File: config.mk
export PLATFORM = sky130hd
export DESIGN_NAME = cfgx_top
export DESIGN_NICKNAME = d
export VERILOG_FILES = /design/src/rtl/cfgx_pkg.sv /design/src/rtl/cfgx_filter.sv /design/src/rtl/cfgx_addr_gen.sv /design/src/rtl/cfgx_window.sv /design/src/rtl/cfgx_top.sv
export SDC_FILE = /design/constraint.sdc
export NUM_CORES = 1
export LEC_CHECK = 0
export BUFFER_PORTS_ARGS = -buffer_cell sky130_fd_sc_hd__buf_4
export CAP_MARGIN = 40
export CORE_MARGIN = 2
export CORE_UTILIZATION = 52
export CTS_BUF_LIST = sky130_fd_sc_hd__clkbuf_4
export DETAILED_ROUTE_END_ITERATION = 10
export MAX_ROUTING_LAYER = met4
export PLACE_DENSITY = 0.78
export SLEW_MARGIN = 20
export SYNTH_ARGS = -nofsm -noshare
export SYNTH_HDL_FRONTEND = slang
export SYNTH_HIERARCHICAL = 1
export SYNTH_SLANG_ARGS = --single-unit
File: constraint.sdc
create_clock -name clk -period 3.2 [get_ports clk]
set_input_delay 0.16 -clock clk [delete_from_list [all_inputs] [get_ports clk]]
set_output_delay 0.16 -clock clk [all_outputs]
set_load 0.02 [all_outputs]
File: src/rtl/cfgx_pkg.sv
package cfgx_pkg;

    localparam int TYPE_W = 5;

    localparam logic [TYPE_W-1:0] TYPE_CFG0 = 5'd4;
    localparam logic [TYPE_W-1:0] TYPE_CFG1 = 5'd5;
    localparam logic [TYPE_W-1:0] TYPE_NONE = 5'd0;

    typedef enum logic [2:0] {
        ST_IDLE   = 3'd0,
        ST_CHECK  = 3'd1,
        ST_REJECT = 3'd2,
        ST_LOCAL  = 3'd3,
        ST_REMOTE = 3'd4
    } cfgx_state_e;

    localparam logic [1:0] SEL_BASE   = 2'd0;
    localparam logic [1:0] SEL_LIMIT  = 2'd1;
    localparam logic [1:0] SEL_TARGET = 2'd2;
    localparam logic [1:0] SEL_CTRL   = 2'd3;

endpackage

File: src/rtl/cfgx_filter.sv
module cfgx_filter
    import cfgx_pkg::*;
#(
    parameter int BUS_W = 8,
    parameter int DEV_W = 5
) (
    input  logic [BUS_W-1:0]  bus,
    input  logic [DEV_W-1:0]  dev,
    output logic              legal,
    output logic              is_local,
    output logic [TYPE_W-1:0] cfg_type
);
    // bus 0 hosts the root itself plus one slot; bus 1 has a single link partner
    localparam logic [DEV_W-1:0] MAX_DEV_BUS0 = DEV_W'(1);
    localparam logic [DEV_W-1:0] MAX_DEV_BUS1 = DEV_W'(0);

    logic on_bus0;
    logic on_bus1;

    always_comb begin
        on_bus0  = (bus == BUS_W'(0));
        on_bus1  = (bus == BUS_W'(1));
        legal    = 1'b1;
        if (on_bus0 && (dev > MAX_DEV_BUS0)) legal = 1'b0;
        if (on_bus1 && (dev > MAX_DEV_BUS1)) legal = 1'b0;
        is_local = on_bus0;
        cfg_type = (on_bus0 || on_bus1) ? TYPE_CFG0 : TYPE_CFG1;
    end

endmodule

File: src/rtl/cfgx_addr_gen.sv
module cfgx_addr_gen #(
    parameter int          ADDR_W      = 32,
    parameter int          BUS_W       = 8,
    parameter int          DEV_W       = 5,
    parameter int          FN_W        = 3,
    parameter int          OFF_W       = 12,
    parameter logic [31:0] LOCAL_BASE  = 32'h01FF_C000,
    parameter logic [31:0] REGION_BASE = 32'h0100_0000,
    parameter logic [31:0] REGION_SIZE = 32'h0100_0000,
    parameter logic [31:0] APER_SIZE   = 32'h0010_0000
) (
    input  logic [BUS_W-1:0]  bus,
    input  logic [DEV_W-1:0]  dev,
    input  logic [FN_W-1:0]   fn,
    input  logic [OFF_W-1:0]  off,
    output logic [ADDR_W-1:0] local_addr,
    output logic [ADDR_W-1:0] aper_addr,
    output logic [ADDR_W-1:0] packed_tgt
);
    localparam int BDF_W = BUS_W + DEV_W + FN_W;
    localparam int LOW_W = ADDR_W - BDF_W;
    localparam int PAD_W = LOW_W - OFF_W;
    localparam logic [ADDR_W-1:0] APER_BASE =
        ADDR_W'(REGION_BASE + REGION_SIZE - APER_SIZE);

    logic [OFF_W-1:0] off_al;
    logic [LOW_W-1:0] low_part;

    assign off_al = {off[OFF_W-1:2], 2'b00};

    generate
        if (PAD_W > 0) begin : g_pad
            assign low_part = {{PAD_W{1'b0}}, off_al};
        end else begin : g_nopad
            assign low_part = off_al[LOW_W-1:0];
        end
    endgenerate

    always_comb begin
        local_addr = ADDR_W'(LOCAL_BASE) + ADDR_W'(off_al);
        aper_addr  = APER_BASE + ADDR_W'(off_al);
        packed_tgt = {bus, dev, fn, low_part};
    end

endmodule

File: src/rtl/cfgx_window.sv
module cfgx_window
    import cfgx_pkg::*;
#(
    parameter int ADDR_W = 32,
    parameter int EN_BIT = 31
) (
    input  logic              clk,
    input  logic              rst_n,
    input  logic              cfg_we,
    input  logic [1:0]        cfg_sel,
    input  logic [ADDR_W-1:0] cfg_wdata,
    input  logic [ADDR_W-1:0] probe_addr,
    output logic              win_hit,
    output logic [ADDR_W-1:0] win_target
);
    logic [ADDR_W-1:0] base_q;
    logic [ADDR_W-1:0] limit_q;
    logic [ADDR_W-1:0] target_q;
    logic              enable_q;

    always_ff @(posedge clk or negedge rst_n) begin
        if (!rst_n) begin
            base_q   <= '0;
            limit_q  <= '0;
            target_q <= '0;
            enable_q <= 1'b0;
        end else if (cfg_we) begin
            unique case (cfg_sel)
                SEL_BASE:   base_q   <= cfg_wdata;
                SEL_LIMIT:  limit_q  <= cfg_wdata;
                SEL_TARGET: target_q <= cfg_wdata;
                SEL_CTRL:   enable_q <= cfg_wdata[EN_BIT];
                default:    ;
            endcase
        end
    end

    always_comb begin
        win_hit    = enable_q && (probe_addr >= base_q) && (probe_addr <= limit_q);
        win_target = target_q;
    end

endmodule

File: src/rtl/cfgx_top.sv
module cfgx_top
    import cfgx_pkg::*;
#(
    parameter int          ADDR_W      = 32,
    parameter int          BUS_W       = 8,
    parameter int          DEV_W       = 5,
    parameter int          FN_W        = 3,
    parameter int          OFF_W       = 12,
    parameter logic [31:0] LOCAL_BASE  = 32'h01FF_C000,
    parameter logic [31:0] REGION_BASE = 32'h0100_0000
) (
    input  logic              clk,
    input  logic              rst_n,
    input  logic              req_valid,
    output logic              req_ready,
    input  logic              req_write,
    input  logic [BUS_W-1:0]  req_bus,
    input  logic [DEV_W-1:0]  req_dev,
    input  logic [FN_W-1:0]   req_fn,
    input  logic [OFF_W-1:0]  req_off,
    input  logic              cfg_we,
    input  logic [1:0]        cfg_sel,
    input  logic [ADDR_W-1:0] cfg_wdata,
    output logic              rsp_valid,
    output logic              rsp_err,
    output logic              rsp_local,
    output logic              rsp_hit,
    output logic [TYPE_W-1:0] rsp_type,
    output logic [ADDR_W-1:0] rsp_addr,
    output logic [ADDR_W-1:0] rsp_target,
    output logic [ADDR_W-1:0] rsp_rdata
);
    cfgx_state_e state_q, state_d;

    logic              wr_q;
    logic [BUS_W-1:0]  bus_q;
    logic [DEV_W-1:0]  dev_q;
    logic [FN_W-1:0]   fn_q;
    logic [OFF_W-1:0]  off_q;

    logic              legal;
    logic              is_local;
    logic [TYPE_W-1:0] cfg_type;
    logic [ADDR_W-1:0] local_addr;
    logic [ADDR_W-1:0] aper_addr;
    logic [ADDR_W-1:0] packed_tgt;
    logic              win_hit;
    logic [ADDR_W-1:0] win_target;
    logic              take;

    assign take = req_valid && (state_q == ST_IDLE);

    cfgx_filter #(.BUS_W(BUS_W), .DEV_W(DEV_W)) u_filter (
        .bus      (bus_q),
        .dev      (dev_q),
        .legal    (legal),
        .is_local (is_local),
        .cfg_type (cfg_type)
    );

    cfgx_addr_gen #(
        .ADDR_W      (ADDR_W),
        .BUS_W       (BUS_W),
        .DEV_W       (DEV_W),
        .FN_W        (FN_W),
        .OFF_W       (OFF_W),
        .LOCAL_BASE  (LOCAL_BASE),
        .REGION_BASE (REGION_BASE)
    ) u_addr (
        .bus        (bus_q),
        .dev        (dev_q),
        .fn         (fn_q),
        .off        (off_q),
        .local_addr (local_addr),
        .aper_addr  (aper_addr),
        .packed_tgt (packed_tgt)
    );

    cfgx_window #(.ADDR_W(ADDR_W)) u_win (
        .clk        (clk),
        .rst_n      (rst_n),
        .cfg_we     (cfg_we),
        .cfg_sel    (cfg_sel),
        .cfg_wdata  (cfg_wdata),
        .probe_addr (aper_addr),
        .win_hit    (win_hit),
        .win_target (win_target)
    );

    // request capture
    always_ff @(posedge clk or negedge rst_n) begin
        if (!rst_n) begin
            wr_q  <= 1'b0;
            bus_q <= '0;
            dev_q <= '0;
            fn_q  <= '0;
            off_q <= '0;
        end else if (take) begin
            wr_q  <= req_write;
            bus_q <= req_bus;
            dev_q <= req_dev;
            fn_q  <= req_fn;
            off_q <= req_off;
        end
    end

    // state register
    always_ff @(posedge clk or negedge rst_n) begin
        if (!rst_n) state_q <= ST_IDLE;
        else        state_q <= state_d;
    end

    // transitions
    always_comb begin
        state_d = state_q;
        unique case (state_q)
            ST_IDLE:   if (req_valid) state_d = ST_CHECK;
            ST_CHECK: begin
                if (!legal)        state_d = ST_REJECT;
                else if (is_local) state_d = ST_LOCAL;
                else               state_d = ST_REMOTE;
            end
            ST_REJECT: state_d = ST_IDLE;
            ST_LOCAL:  state_d = ST_IDLE;
            ST_REMOTE: state_d = ST_IDLE;
            default:   state_d = ST_IDLE;
        endcase
    end

    // outputs
    always_comb begin
        req_ready  = 1'b0;
        rsp_valid  = 1'b0;
        rsp_err    = 1'b0;
        rsp_local  = 1'b0;
        rsp_hit    = 1'b0;
        rsp_type   = TYPE_NONE;
        rsp_addr   = '0;
        rsp_target = '0;
        rsp_rdata  = '0;
        unique case (state_q)
            ST_IDLE:  req_ready = 1'b1;
            ST_CHECK: ;
            ST_REJECT: begin
                rsp_valid = 1'b1;
                rsp_err   = 1'b1;
                rsp_rdata = wr_q ? '0 : '1;
            end
            ST_LOCAL: begin
                rsp_valid  = 1'b1;
                rsp_local  = 1'b1;
                rsp_type   = cfg_type;
                rsp_addr   = local_addr;
                rsp_target = packed_tgt;
            end
            ST_REMOTE: begin
                rsp_valid  = 1'b1;
                rsp_hit    = win_hit;
                rsp_type   = cfg_type;
                rsp_addr   = aper_addr;
                rsp_target = win_hit ? (packed_tgt + win_target) : packed_tgt;
            end
            default: ;
        endcase
    end

endmodule

==> out/results.tsv, run 1 <==
metric	value	unit
Critical-path top delay cell	dfrtp_1	
Layout Utilization	0.667	
Worst Setup End Kind	primary output	
ANT nets after route	0	
clk buf depth	2	
vias per inst	5.54	
Placer Congestion	0.910	
clock power share	0.153	
r2r startpoint	bus_q[7]$_DFFE_PN0P_	
area of the multi-input gates	5900	µm²
vias in the first global route	8082	
Final Cycle Share	1.17	
num ports	173	
dpl hpwl	18900	µm
critical path's top delay family	compound AO/OA/AOI/OAI gates	
per-cell routed wire length	18.6	µm
synthesized area per cell	9.40	µm²
largest net degree at the start of global routing	56	
Peak VDD IR	374	µV
layout cell share with drive strength beyond 1	0.339	
via count	8199	
first-pass GRT wire length	41100	µm
routed wire length	27500	µm
global route overflow	0	
Area Overhead vs Synth	26.5	%
status	finished with violations	
CTS clk-pin slew, worst paths	0.13	ns
Max stage delay on crit path	0.42	ns
crit path cell chain	inv_1 > ha_4 > a21oi_2 > nor2_1 > a211oi_2 > o31ai_1 > a2111o_1 > a311oi_2 > buf_4 > inv_4 > or3_1 > o211ai_1 > buf_4	
switching portion of total power	0.427	
Storage cell area	3180	µm²
setup violators final	33	
CP max FO	5	
initial drt markers	543	
crit path launch type	register	
CTS Buf Count	17	
Initial Utilization	0.528	
fin crit period	3.73	ns
violated checks	setup timing	
Final Cell Area	12400	µm²
Netlist Area Pre-Place	9800	µm²
final hold vios	0	
final net count	1396	
Worst Hold Class	primary input to async pin	
LEAKAGE	5.91	nW
worst setup path start	u_win/limit_q[5]$_DFFE_PN0P_	
clk_skew	0.0118	ns
Power Total	7.85	mW
final cell count without fillers	1481	
Final Worst Setup Slack	-0.533	ns
Worst slew margin	0.517	
Setup WS pre-CTS	0.0180	ns
Comb pwr share	0.557	
dpl cells	1357	
setup_tns	-12.43	ns
Row Count	50	
Buffers on Ports	156	
Post-route DRC	0	
Die Y	141	µm
RSZ-0062 raised after global routing	yes	
clk root buf	clkbuf_4	
Die X	141	µm
hold slack	0.177	ns
Critical Path RT	3.04	ns
TritonCTS Sinks	127	
Reg power frac	0.290	
clk_lat worst skew	0.57	ns
Psw	3.35	mW
initial antenna violation count	1	
Worst-Margin Slew	0.725	ns
fillcell total	1397	
die area	20000	µm²
power per cell area	633	nW/µm²
DRT Pass-1 Iters	7	
area post-placement	10600	µm²
GRT Total Usage	0.271	
Max-Cap Viols	0	
CP arrival	3.57	ns
Max Clk Rate	0.268	GHz
most frequent CP cell	buf_4	
cell internal pwr	4.50	mW
H-tree depth	4	
Yosys warnings	6	
Max Slew Vio Count	0	
worst path bufs/invs	4	
core area	18600	µm²
worst setup path class	register to primary output	
TritonCTS clock tree	done	
Synth Instances	1043	
-- worst paths after layout --
path,to,slack (ns),depth (start not counted)
setup / recovery,rsp_target[27],-0.53,13
hold / removal,u_win/win_target[27]$_DFFE_PN0P_,0.18,2
setup reg to reg,state_q[0]$_DFFE_PN0P_,1.25,5
hold reg to reg,u_win/limit_q[24]$_DFFE_PN0P_,0.52,1
max in group asynchronous,off_q[9]$_DFFE_PN0P_,2.23,3
min in group clk,fn_q[2]$_DFFE_PN0P_,0.34,3
-- flip-flops by register name, summed over array words and instances, names as in the netlist, 3 cells and up --
signal / flops
fn_q: 3
u_win/base_q: 32
u_win/win_target: 32
off_q: 10
dev_q: 5
u_win/limit_q: 32
state_q: 3
bus_q: 8
-- power groups by stage --
stage	clock network, mW	logic [mW]	registers, mW
2_1_floorplan	0	2.94	2.14
3_3_place_gp	0	3.51	2.26
3_5_place_dp	0	3.57	2.28
4_1_cts	1.22	3.88	2.25
5_1_grt	1.29	4.76	2.31
6_report	1.20	4.37	2.28
-- what timing repair did --
item / in CTS / in global routing
setup buffers: 12 / 4
gates resized for setup: 36 / 93
hold endpoints to repair: 177 / 0
setup endpoints to repair: 33 / 33
gates cloned: 0 / 2
hold buffers: 75 / 0
pin swaps: 21 / 27
-- cells in the final DEF (no fill, tap or decap), types with 4 or more instances in the layout --
cell	instances
ha_1	76
a21o_1	28
nor3_1	6
clkbuf_4	17
o21ai_2	7
ha_4	19
a21oi_1	49
nor2_1	21
xnor2_1	11
inv_1	71
a22o_1	36
o21ai_1	14
o21ai_0	50
o211ai_1	5
dfrtp_2	4
dlygate4sd3_1	75
nand2_1	87
nand3_1	14
mux2_2	93
and3_2	4
and2_1	9
clkinv_2	5
nor2b_1	4
dfrtp_1	123
nand4_1	11
a21oi_2	5
xor2_1	12
a31oi_1	6
or3_1	6
buf_6	23
nand2_4	5
nand2b_1	6
nand2_2	4
conb_1	54
and3_1	4
buf_4	182
-- routing by layer --
layer,vias to the layer above,GRT usage,part of all wire
met3,71,0.0391,0.046
met5,-,-,0
met2,284,0.453,0.50
met1,3928,0.334,0.42
met4,0,0.102,0.036
li1,3916,-,-
-- layout make-up --
type	instances	area share
multi-input cells	728	0.476
flip-flops and latches	127	0.257
clock buffers	17	0.0103
repair buffers	283	0.197
clock inverters	15	0.0136
diodes	1	0.000202
inverters	76	0.0232
well taps	234	0.0236
No activity file was read; power rests on OpenSTA's default activity.
==> run 2, diff against run 1 <==
--- a/config.mk
+++ b/config.mk
@@ -7,14 +7,15 @@
 export LEC_CHECK = 0
 export BUFFER_PORTS_ARGS = -buffer_cell sky130_fd_sc_hd__buf_4
 export CAP_MARGIN = 40
+export CELL_PAD_IN_SITES_DETAIL_PLACEMENT = 0
+export CELL_PAD_IN_SITES_GLOBAL_PLACEMENT = 1
 export CORE_MARGIN = 2
-export CORE_UTILIZATION = 52
+export CORE_UTILIZATION = 39
 export CTS_BUF_LIST = sky130_fd_sc_hd__clkbuf_4
 export DETAILED_ROUTE_END_ITERATION = 10
 export MAX_ROUTING_LAYER = met4
-export PLACE_DENSITY = 0.78
+export PLACE_DENSITY_LB_ADDON = 0.1
 export SLEW_MARGIN = 20
 export SYNTH_ARGS = -nofsm -noshare
 export SYNTH_HDL_FRONTEND = slang
-export SYNTH_HIERARCHICAL = 1
 export SYNTH_SLANG_ARGS = --single-unit
==> out/results.tsv, run 2 <==
metric	value	unit
synthesized area per cell	10.9	µm²
Row Count	50	
Post-route DRC	0	
H-tree depth	4	
layout cell share with drive strength beyond 1	0.455	
Max stage delay on crit path	0.48	ns
setup violators final	26	
worst path bufs/invs	2	
vias per inst	5.09	
LEAKAGE	4.74	nW
CP arrival	3.15	ns
worst setup path class	register to primary output	
Max Clk Rate	0.302	GHz
Critical Path RT	3.04	ns
CTS Buf Count	17	
via count	6007	
Post-synth EDFFs	0	
Setup WS pre-CTS	0.156	ns
per-cell routed wire length	17.5	µm
clk root buf	clkbuf_4	
commonest non-fill, non-tap cell in the layout	buf_4	
TritonCTS clock tree	done	
Power Total	6.48	mW
power per cell area	624	nW/µm²
Yosys top cell by area	dfrtp_1	
ANT nets after route	0	
Yosys cell types	59	
violated checks	setup timing	
crit path cell chain	ha_1 > nor4bb_4 > o21ai_1 > a21oi_2 > o21ai_2 > a21oi_2 > o31a_1 > and2_4 > buf_12 > a32o_2 > buf_6	
num ports	173	
register area share after synthesis	0.422	
Synth Instances	689	
Area Overhead vs Synth	38.1	%
first-pass GRT wire length	32400	µm
Max Slew Vio Count	0	
ranking of synthesized cells by area	dfrtp_1 42%, mux2_2 17%, ha_1 7.5%	
R2R depth	4	
status	finished with violations	
commonest cells after routing, fill and taps aside	168 x buf_4, 118 x dfrtp_1, 113 x mux2_2	
RSZ-0062 raised after global routing	yes	
Synth Register Bits	127	
Final Worst Setup Slack	-0.108	ns
clk buf depth	2	
global route overflow	0	
Top FF cell, synth	dfrtp_1	
routed wire length	20700	µm
fin crit period	3.31	ns
r2r startpoint	state_q[1]$_DFFE_PN0P_	
crit path launch type	register	
largest net degree at the start of global routing	59	
most frequent CP cell	a21oi_2	
Placer Congestion	0.951	
Die Y	143	µm
initial antenna violation count	1	
fillcell total	1650	
vias in the first global route	6004	
core area	18800	µm²
final hold vios	0	
CTS clk-pin slew, worst paths	0.13	ns
critical path's top delay family	compound AO/OA/AOI/OAI gates	
Max-Cap Viols	0	
GRT Total Usage	0.216	
Worst Hold Class	primary input to async pin	
Die X	143	µm
die area	20400	µm²
Worst-Margin Slew	0.540	ns
TritonCTS Sinks	127	
setup slack, reg-to-reg	1.38	ns
Initial Utilization	0.400	
Synth top area share	0.422	
Commonest cells post-synth	127 x dfrtp_1, 113 x mux2_2, 55 x buf_4	
final net count	1020	
clk_skew	0.0231	ns
clk_lat worst skew	0.55	ns
Final Cycle Share	1.03	
worst r2r dst	fn_q[2]$_DFFE_PN0P_	
Netlist Area Pre-Place	7520	µm²
CP max FO	17	
count leader, synth	dfrtp_1	
Buffers on Ports	156	
Peak VDD IR	264	µV
asr flop ratio synth	1.00	
Yosys warnings	0	
DRT Pass-1 Iters	4	
Worst slew margin	0.639	
initial drt markers	242	
Critical-path top delay cell	dfrtp_2	
dpl hpwl	14900	µm
Worst Setup End Kind	primary output	
-- run 2: cell type report --
class / count / area [µm²] / share of cell area
clock buffers: 17 / 128 / 0.0123
diodes: 1 / 2.50 / 0.000241
inverters: 31 / 116 / 0.0112
clock inverters: 15 / 173 / 0.0166
multi-input cells: 468 / 4180 / 0.402
well taps: 260 / 325 / 0.0313
repair buffers: 262 / 2270 / 0.219
flip-flops and latches: 127 / 3190 / 0.307
-- run 2: per-layer routing --
layer	vias up	track usage	wire (µm)
li1	2854	-	-
met1	2964	0.294	9870
met2	180	0.342	9780
met3	9	0.0339	896
met4	0	0.0485	148
met5	-	-	0
-- run 2: stage by stage --
stage               std cells   util  hold WS (ns)  TNS, ns  cell area [µm²]
floorplan                 702      -        -0.136        0             7570
global placement         1062  0.465         0.268        0             8750
detailed placement       1062  0.465         0.273        0             8750
CTS                      1176  0.544         0.187    -2.97            10200
global route             1181  0.552        0.0167    -6.72            10400
finish                   1181  0.552        0.0715    -1.18            10400
-- run 2: cell families after synthesis --
logic type	after synthesis	synth area share
and+or+nand+nor	140	0.0985
AOI/OAI and AO/OA	132	0.124
DFF	127	0.422
muxes	113	0.169
buffers and inverters	107	0.0817
adders and majority gates	46	0.0775
xor gates and xnor gates	23	0.0268
other	1	0.000498
-- run 2: power by group --
group	internal (mW)	leakage [nW]	total, mW	switching, mW
sequential	1.95	1.50	2.27	0.322
combinational	1.54	3.08	3.02	1.49
clock	0.487	0.158	1.19	0.700
total	3.97	4.74	6.48	2.51
-- run 2: worst max-delay path by stage --
| stage | slack, ns | end | startpoint | cells past startpoint |
|---|---|---|---|---|
| 3_3_place_gp | 0.15 | rsp_target[22] | off_q[2]$_DFFE_PN0P_ | 12 |
| 5_1_grt | -0.28 | rsp_target[22] | off_q[2]$_DFFE_PN0P_ | 11 |
| 2_1_floorplan | 0.43 | rsp_target[29] | off_q[6]$_DFFE_PN0P_ | 8 |
| 3_5_place_dp | 0.16 | rsp_target[22] | off_q[2]$_DFFE_PN0P_ | 12 |
| 4_1_cts | -0.17 | rsp_target[29] | off_q[3]$_DFFE_PN0P_ | 9 |
| 6_report | -0.11 | rsp_target[22] | off_q[2]$_DFFE_PN0P_ | 11 |
-- run 2: worst min-delay path, delay by kind of cell --
family | cells | cell delay (ns)
buffers and inverters | 3 | 0.80
-- run 2: timing repair --
item	CTS	global route
buffers inserted	20	3
pin swaps	23	10
gates resized for setup	96	16
hold buffers	63	0
hold endpoints to repair	179	0
setup endpoints to repair	33	33
==> run 3, diff against run 2 <==
--- a/config.mk
+++ b/config.mk
@@ -5,7 +5,7 @@
 export SDC_FILE = /design/constraint.sdc
 export NUM_CORES = 1
 export LEC_CHECK = 0
-export BUFFER_PORTS_ARGS = -buffer_cell sky130_fd_sc_hd__buf_4
+export BUFFER_PORTS_ARGS = -buffer_cell sky130_fd_sc_hd__buf_2
 export CAP_MARGIN = 40
 export CELL_PAD_IN_SITES_DETAIL_PLACEMENT = 0
 export CELL_PAD_IN_SITES_GLOBAL_PLACEMENT = 1
==> out/results.tsv, run 3 (synthesis gave the netlist of run 2 again) <==
metric	value	unit
status	finished with violations	
violated checks	setup timing	
clk root buf	clkbuf_4	
layout cell share with drive strength beyond 1	0.455	
via count	5929	
M3 GR Usage	0.0402	
fin crit period	3.36	ns
DRT Pass-1 Iters	4	
GRT busiest layer	met2	
power per cell area	647	nW/µm²
first-pass GRT wire length	32500	µm
ANT nets after route	0	
core area	18800	µm²
num ports	173	
CP arrival	3.20	ns
Placer Congestion	0.932	
met2 global-route usage	0.342	
Max Slew Vio Count	0	
Die X	143	µm
vias per inst	5.03	
die area	20400	µm²
Critical Path RT	3.04	ns
final net count	1017	
Worst Hold Class	primary input to async pin	
worst setup path class	register to primary output	
setup violators final	28	
Final Cycle Share	1.05	
routed wire length	20700	µm
commonest non-fill, non-tap cell in the layout	buf_2	
Final Worst Setup Slack	-0.156	ns
TritonCTS clock tree	done	
clk buf depth	2	
clk_skew	0.0142	ns
CTS Buf Count	17	
RSZ-0062 raised after global routing	yes	
crit path cell chain	ha_2 > inv_2 > fa_2 > nor2b_4 > o21ai_4 > nand3_2 > a31oi_4 > o21ai_2 > or3_1 > a211o_1 > a32o_2 > buf_6	
initial antenna violation count	1	
Peak VDD IR	256	µV
dpl cells	1060	
LEAKAGE	4.71	nW
global route overflow	0	
Row Count	50	
largest net degree at the start of global routing	91	
grt met1 use	0.283	
Critical-path top delay cell	dfrtp_1	
Buffers on Ports	156	
critical path's top delay family	compound AO/OA/AOI/OAI gates	
initial drt markers	262	
vias in the first global route	6096	
per-cell routed wire length	17.6	µm
H-tree depth	4	
GRT Total Usage	0.215	
setup_tns	-2.58	ns
Area Overhead vs Synth	35.1	%
Post-route DRC	0	
Worst slew margin	0.619	
commonest cells after routing, fill and taps aside	126 x buf_2, 121 x dfrtp_1, 113 x mux2_2	
CP max FO	4	
Max stage delay on crit path	0.44	ns
final hold vios	0	
Max Clk Rate	0.298	GHz
TritonCTS Sinks	127	
Max-Cap Viols	0	
Worst Setup End Kind	primary output	
CTS clk-pin slew, worst paths	0.13	ns
final cell count without fillers	1178	
Worst-Margin Slew	0.571	ns
Die Y	143	µm
clk_lat worst skew	0.54	ns
dpl hpwl	14800	µm
Initial Utilization	0.400	
worst path bufs/invs	2	
crit path launch type	register	
Power Total	6.58	mW
run 3: stage by stage:
stage,hold WS (ns),utilization,cell area (µm²),setup slack (ns)
3_5_place_dp,0.188,0.443,8350,0.126
2_1_floorplan,-0.136,-,7570,0.426
3_3_place_gp,0.179,0.443,8350,0.157
6_report,0.129,0.540,10200,-0.156
5_1_grt,0.140,0.540,10200,-0.315
4_1_cts,0.121,0.523,9840,-0.215
run 3: what timing repair did:
action                                 in CTS  in global routing
setup buffers                              15                  8
cloned                                      2                  1
pin swaps                                  40                 41
resized for setup                         100                 58
hold buffers                               63                  0
endpoints found under the hold margin     161                  0
setup endpoints to repair                  33                 33
run 3: power by group:
| part | internal (mW) | switching (mW) |
|---|---|---|
| combinational | 1.56 | 1.50 |
| clock | 0.565 | 0.670 |
| sequential | 1.94 | 0.344 |
run 3: cell type report:
cell class              count  area (µm²)
inverters                  31         116
clock inverters            14         181
fillers                  1694        8670
flip-flops and latches    127        3190
clock buffers              18         135
well taps                 260         325
diodes                      1        2.50
repair buffers            259        1990
multi-input cells         468        4230
run 3: routing by layer:
layer	share of wire	wire (µm)	vias to the layer above
met3	0.042	873	20
li1	-	-	2847
met5	0	0	-
met4	0.013	272	0
met2	0.46	9540	177
met1	0.48	10000	2885
run 3: final timing paths:
check / cells past startpoint / start / slack (ns) / to
max in group asynchronous: 3 / rst_n / 2.17 / u_win.base_q[6]$_DFFE_PN0P_
min in group clk: 5 / req_valid / 0.32 / state_q[0]$_DFFE_PN0P_
min reg2reg: 1 / u_win.limit_q[1]$_DFFE_PN0P_ / 0.52 / u_win.limit_q[1]$_DFFE_PN0P_
min: 2 / rst_n / 0.13 / u_win.limit_q[28]$_DFFE_PN0P_
max reg2reg: 4 / state_q[1]$_DFFE_PN0P_ / 1.40 / off_q[11]$_DFFE_PN0P_
max: 12 / off_q[2]$_DFFE_PN0P_ / -0.16 / rsp_target[22]
